### config.mk
export PLATFORM = sky130hd
export DESIGN_NAME = adc_port_fmt
export DESIGN_NICKNAME = d
export VERILOG_FILES = /design/src/rtl/adc_fmt_pkg.sv /design/src/rtl/fmt_conv.sv /design/src/rtl/fmt_cfg_latch.sv /design/src/rtl/fmt_pair_ctrl.sv /design/src/rtl/fmt_out_stage.sv /design/src/rtl/adc_port_fmt.sv
export SDC_FILE = /design/constraint.sdc
export NUM_CORES = 1
export LEC_CHECK = 0
export ABC_CLOCK_PERIOD_IN_PS = 1300
export BUFFER_PORTS_ARGS = -buffer_cell sky130_fd_sc_hd__buf_2
export CORE_MARGIN = 2
export CORE_UTILIZATION = 43
export DETAILED_ROUTE_END_ITERATION = 10
export GPL_ROUTABILITY_DRIVEN = 0
export PLACE_DENSITY = 0.76
export RECOVER_POWER = 50
export SYNTH_ARGS = -nofsm -noshare
export SYNTH_HDL_FRONTEND = slang
export SYNTH_SLANG_ARGS = --single-unit
### constraint.sdc
create_clock -name clk -period 1.3 [get_ports clk]
set_input_delay 0.195 -clock clk [delete_from_list [all_inputs] [get_ports clk]]
set_output_delay 0.195 -clock clk [all_outputs]
set_load 0.05 [all_outputs]
### src/rtl/adc_fmt_pkg.sv
package adc_fmt_pkg;

    typedef struct packed {
        logic mux;
        logic sync_inv;
        logic twos;
        logic two_ch;
    } fmt_cfg_t;

    typedef enum logic {
        SLOT_A = 1'b0,
        SLOT_B = 1'b1
    } slot_e;

    localparam fmt_cfg_t CFG_RESET = '{mux: 1'b0, sync_inv: 1'b0, twos: 1'b0, two_ch: 1'b1};

endpackage

### src/rtl/fmt_conv.sv
module fmt_conv #(
    parameter int DW = 12
) (
    input  logic          twos,
    input  logic [DW-1:0] din,
    output logic [DW-1:0] dout
);
    localparam int MSB = DW - 1;

    always_comb begin
        dout      = din;
        dout[MSB] = din[MSB] ^ twos;
    end
endmodule

### src/rtl/fmt_cfg_latch.sv
module fmt_cfg_latch
    import adc_fmt_pkg::*;
(
    input  logic     clk,
    input  logic     rst,
    input  logic     load,
    input  fmt_cfg_t cfg_in,
    output fmt_cfg_t cfg_q
);
    always_ff @(posedge clk) begin
        if (rst) begin
            cfg_q <= CFG_RESET;
        end else if (load) begin
            cfg_q <= cfg_in;
        end
    end
endmodule

### src/rtl/fmt_pair_ctrl.sv
module fmt_pair_ctrl
    import adc_fmt_pkg::*;
(
    input  logic clk,
    input  logic rst,
    input  logic in_vld,
    input  logic mux_new,
    input  logic mux_act,
    output logic emit_b
);
    slot_e slot_q;

    always_ff @(posedge clk) begin
        if (rst) begin
            slot_q <= SLOT_B;
        end else if (in_vld) begin
            slot_q <= mux_new ? SLOT_A : SLOT_B;
        end else begin
            slot_q <= SLOT_B;
        end
    end

    assign emit_b = !in_vld && mux_act && (slot_q == SLOT_A);
endmodule

### src/rtl/fmt_out_stage.sv
module fmt_out_stage
    import adc_fmt_pkg::*;
#(
    parameter int DW = 12
) (
    input  logic          clk,
    input  logic          rst,
    input  logic          in_vld,
    input  logic          emit_b,
    input  fmt_cfg_t      cfg_use,
    input  logic          tri_req,
    input  logic [DW-1:0] raw_b,
    input  logic [DW-1:0] word_a,
    input  logic [DW-1:0] word_b,
    input  logic [DW-1:0] word_hb,
    output logic [DW-1:0] hold_b,
    output logic [DW-1:0] bus_a,
    output logic [DW-1:0] bus_b,
    output logic          sync_o,
    output logic          out_en
);
    always_ff @(posedge clk) begin
        if (rst) begin
            hold_b <= '0;
            bus_a  <= '0;
            bus_b  <= '0;
            sync_o <= 1'b0;
            out_en <= 1'b0;
        end else begin
            out_en <= !tri_req;
            if (in_vld) begin
                hold_b <= raw_b;
                bus_a  <= word_a;
                bus_b  <= (cfg_use.mux || !cfg_use.two_ch) ? '0 : word_b;
                sync_o <= cfg_use.mux ? !cfg_use.sync_inv : 1'b0;
            end else if (emit_b) begin
                bus_a  <= word_hb;
                sync_o <= cfg_use.sync_inv;
            end
        end
    end
endmodule

### src/rtl/adc_port_fmt.sv
module adc_port_fmt
    import adc_fmt_pkg::*;
#(
    parameter int DW = 12
) (
    input  logic          clk,
    input  logic          rst,
    input  logic          in_vld,
    input  logic [DW-1:0] in_a,
    input  logic [DW-1:0] in_b,
    input  logic          cfg_mux,
    input  logic          cfg_sync_inv,
    input  logic          cfg_twos,
    input  logic          cfg_two_ch,
    input  logic          cfg_tristate,
    output logic [DW-1:0] bus_a,
    output logic [DW-1:0] bus_b,
    output logic          sync_o,
    output logic          out_en
);
    localparam int NCH = 2;

    fmt_cfg_t      cfg_new;
    fmt_cfg_t      cfg_act;
    fmt_cfg_t      cfg_use;
    logic          emit_b;
    logic [DW-1:0] hold_b;
    logic [DW-1:0] raw_w  [NCH];
    logic [DW-1:0] conv_w [NCH];
    logic [DW-1:0] conv_hb;

    assign cfg_new = '{mux: cfg_mux, sync_inv: cfg_sync_inv, twos: cfg_twos, two_ch: cfg_two_ch};
    assign cfg_use = in_vld ? cfg_new : cfg_act;
    assign raw_w[0] = in_a;
    assign raw_w[1] = in_b;

    fmt_cfg_latch u_cfg (
        .clk    (clk),
        .rst    (rst),
        .load   (in_vld),
        .cfg_in (cfg_new),
        .cfg_q  (cfg_act)
    );

    fmt_pair_ctrl u_pair (
        .clk     (clk),
        .rst     (rst),
        .in_vld  (in_vld),
        .mux_new (cfg_mux),
        .mux_act (cfg_act.mux),
        .emit_b  (emit_b)
    );

    for (genvar ch = 0; ch < NCH; ch++) begin : g_conv
        fmt_conv #(.DW(DW)) u_conv (
            .twos (cfg_use.twos),
            .din  (raw_w[ch]),
            .dout (conv_w[ch])
        );
    end

    fmt_conv #(.DW(DW)) u_conv_hb (
        .twos (cfg_use.twos),
        .din  (hold_b),
        .dout (conv_hb)
    );

    fmt_out_stage #(.DW(DW)) u_out (
        .clk     (clk),
        .rst     (rst),
        .in_vld  (in_vld),
        .emit_b  (emit_b),
        .cfg_use (cfg_use),
        .tri_req (cfg_tristate),
        .raw_b   (in_b),
        .word_a  (conv_w[0]),
        .word_b  (conv_w[1]),
        .word_hb (conv_hb),
        .hold_b  (hold_b),
        .bus_a   (bus_a),
        .bus_b   (bus_b),
        .sync_o  (sync_o),
        .out_en  (out_en)
    );
endmodule

==> run_results.csv <==
group,metric,value,unit
power_and_ir_drop,p_leak,1.07,nW
placed_design,place_hpwl,2.43,mm
timing,hold_violations,0,
yosys,synthesis.area,0.00177,mm^2
placed_design,place_ws,0.102,ns
yosys,yosysWarningCount,0,
setup_path,startpoint_type,"register",
floorplanning,core,0.00397,mm^2
floorplanning,die_w,68.1,um
job,max_cap_viol_count,0,
timing,tightest_slew,0.704,ns
cts,clkTransAtPathRegs,0.08,ns
hold_path,hp-start,"cfg_tristate",
detailed_routing,drcViolationCount,0,
placed_design,place_inst,279,
floorplanning,rows,23,
yosys,synthFlopType,"dfxtp_1",
floorplanning,start_util,0.445,
timing,rsz0062_at_grt,"no",
cts,tritoncts.num_buffers,5,
placed_design,portBuffers,57,
setup_path,required,1.49,ns
detailed_routing,wl,3.48,mm
outcome,status,"complete, no violations",
cells_and_area,syn_to_final_growth,23.9,%
cells_and_area,final_core_util,0.552,
cts,cts.repair.resized,0,
detailed_routing,drtIter0Drc,51,
hold_path,worstHoldEndpoint,"u_out.out_en",
cells_and_area,n_antenna_cell,0,
yosys,synth_common_cells,"dfxtp_1 (42), a21oi_1 (24), nor2_1 (17)",
power_and_ir_drop,power.density,1310,mW/mm^2
timing,tns,0,ns
grt,track_usage,0.164,
cts,postCtsHoldBufs,0,
timing,setup_viol,0,
timing,min_period_over_period,0.924,
floorplanning,dieArea,0.00464,mm^2
cts,cts_max_level,2,
cells_and_area,drive_gt1_frac,0.338,
timing,skew,0.00535,ns
detailed_routing,drtPass1Iterations,4,
detailed_routing,vias,1404,
detailed_routing,detail-route-antenna-nets,0,
cts,clockRootBuffer,"clkbuf_8",
floorplanning,dieHeight,68.1,um
grt,grt_max_degree,66,
cells_and_area,finish.net_count,268,
setup_path,worstReg2RegStart,"u_pair.slot_q",
grt,grt_pass1_wl,5.56,mm
yosys,seq_area_frac_synth,0.476,
yosys,ys_types,19,
setup_path,critPathMaxFanout,14,
cells_and_area,fin_cells,287,
detailed_routing,viasPerCell,4.89,
yosys,synthCells,182,
cts,post_cts_buffers,0,
hold_path,min_path_type,"in -> reg",
setup_path,setup.worst_path.class,"reg -> reg",
yosys,synth-seq-cells,42,
cts,cts_tree,"done",
cts,clock_latency,0.30,ns
timing,report.final.slew_viol_count,0,
yosys,synth_nets,214,
setup_path,rr_worst_depth,3,
yosys,synth_edf_count,0,
yosys,synth.most_common_cell,"dfxtp_1",
hold_path,whs_path_depth,2,
yosys,netlist.area_leader.share,0.476,
grt,grt_overflow_total,0,
timing,setup_slack,0.0982,ns
yosys,postSynth.asyncResetShare,0,
setup_path,crit_arrival,1.40,ns
cts,clock_path_buffers,2,
grt,grt_pass1_vias,1265,
timing,clock.fmax,832,MHz
cts,cts.sinks,42,
setup_path,r2r_end,"u_out.bus_a[4]",
floorplanning,io_pins,58,
setup_path,r2r_slack,0.1,ns
yosys,synth_area_leader_cell,"dfxtp_1",
grt,antenna_found_initial,0,
yosys,yosys-top-cells-area,"dfxtp_1 (48%), mux2i_1 (8.5%), a21oi_1 (6.8%)",
yosys,synth_area_per_cell,9.71,um^2
timing,slew_headroom,0.531,
detailed_routing,wl_per_cell,12.1,um
timing,min_period,1.20,ns
power_and_ir_drop,power,2.87,mW
power_and_ir_drop,ir_worst_vdd,0.761,mV
setup_path,end_kind,"register",
-- worst max path at each step --
stage,start,end,slack (ns),cells after the start
finish,u_pair.slot_q,u_out.bus_a[4],0.1,3
global route,u_pair.slot_q,u_out.bus_a[3],0.04,3
CTS,u_pair.slot_q,u_out.bus_a[5],0.09,3
detailed placement,u_pair.slot_q,u_out.bus_a[3],0.10,3
global placement,u_pair.slot_q,u_out.bus_a[2],0.12,3
floorplan,u_pair.slot_q,u_out.bus_a[0],0.16,4
-- sequential cells by signal, indices dropped and copies added (netlist names) --
name and flops:
u_out.bus_a 12, u_out.sync_o 1, u_pair.slot_q 1, u_out.hold_b 12, u_out.out_en 1, u_out.bus_b 12
u_cfg.cfg_q 3
-- placed cells by master (no fill, tap or decap), types with 2 or more instances in the layout --
master    instances
nor2b_1           3
a21oi_1          24
nand2b_1         13
buf_2            51
nand2_1           2
mux2i_1          15
o21a_1           12
mux2_2            4
nand3_1          12
nor2_1           17
clkbuf_2          5
clkbuf_8          5
dfxtp_1          42
inv_1            11
clkbuf_1          3
xor2_1            3
mux2_4            8
-- power by group --
group	switching [mW]	total (mW)	internal, mW
Sequential	0.0335	1.39	1.35
Clock	0.451	1.02	0.573
Combinational	0.284	0.458	0.174
-- metal layers --
layer	GRT usage	wire (um)
met5	0	0
met4	0.0825	68
met3	0.0461	229
met2	0.265	1660
met1	0.199	1520
-- kinds of logic (layout without fill, tap and decap cells) --
group | after synthesis | in the layout | share of synthesized area
simple gates | 48 | 48 | 0.139
mux | 27 | 27 | 0.178
flops | 42 | 42 | 0.476
buf+inv | 25 | 80 | 0.0644
xor+xnor | 3 | 3 | 0.0149
compound gates | 37 | 37 | 0.128
-- metrics by stage --
stage,hold slack [ns],area (um^2)
2_1_floorplan,0.257,1770
3_3_place_gp,0.346,2100
3_5_place_dp,0.353,2100
4_1_cts,0.0305,2210
5_1_grt,0.0229,2190
6_report,0.0332,2190
-- final cells by class --
| cell class | count | area [um^2] |
|---|---|---|
| sequential | 42 | 841 |
| tap | 50 | 62.6 |
| multi-input combinational | 115 | 813 |
| inverter | 11 | 41.3 |
| clock buffer | 6 | 72.6 |
| fill | 380 | 1780 |
| timing repair buffer | 61 | 323 |
| clock inverter | 2 | 37.5 |
-- worst max-delay path: stages, from the launching register on --
cell      delay (ns)
dfxtp_1         0.31
nand2b_4        0.26
mux2_2          0.36
o21a_1          0.16
No activity file was read; power rests on OpenSTA's default activity.
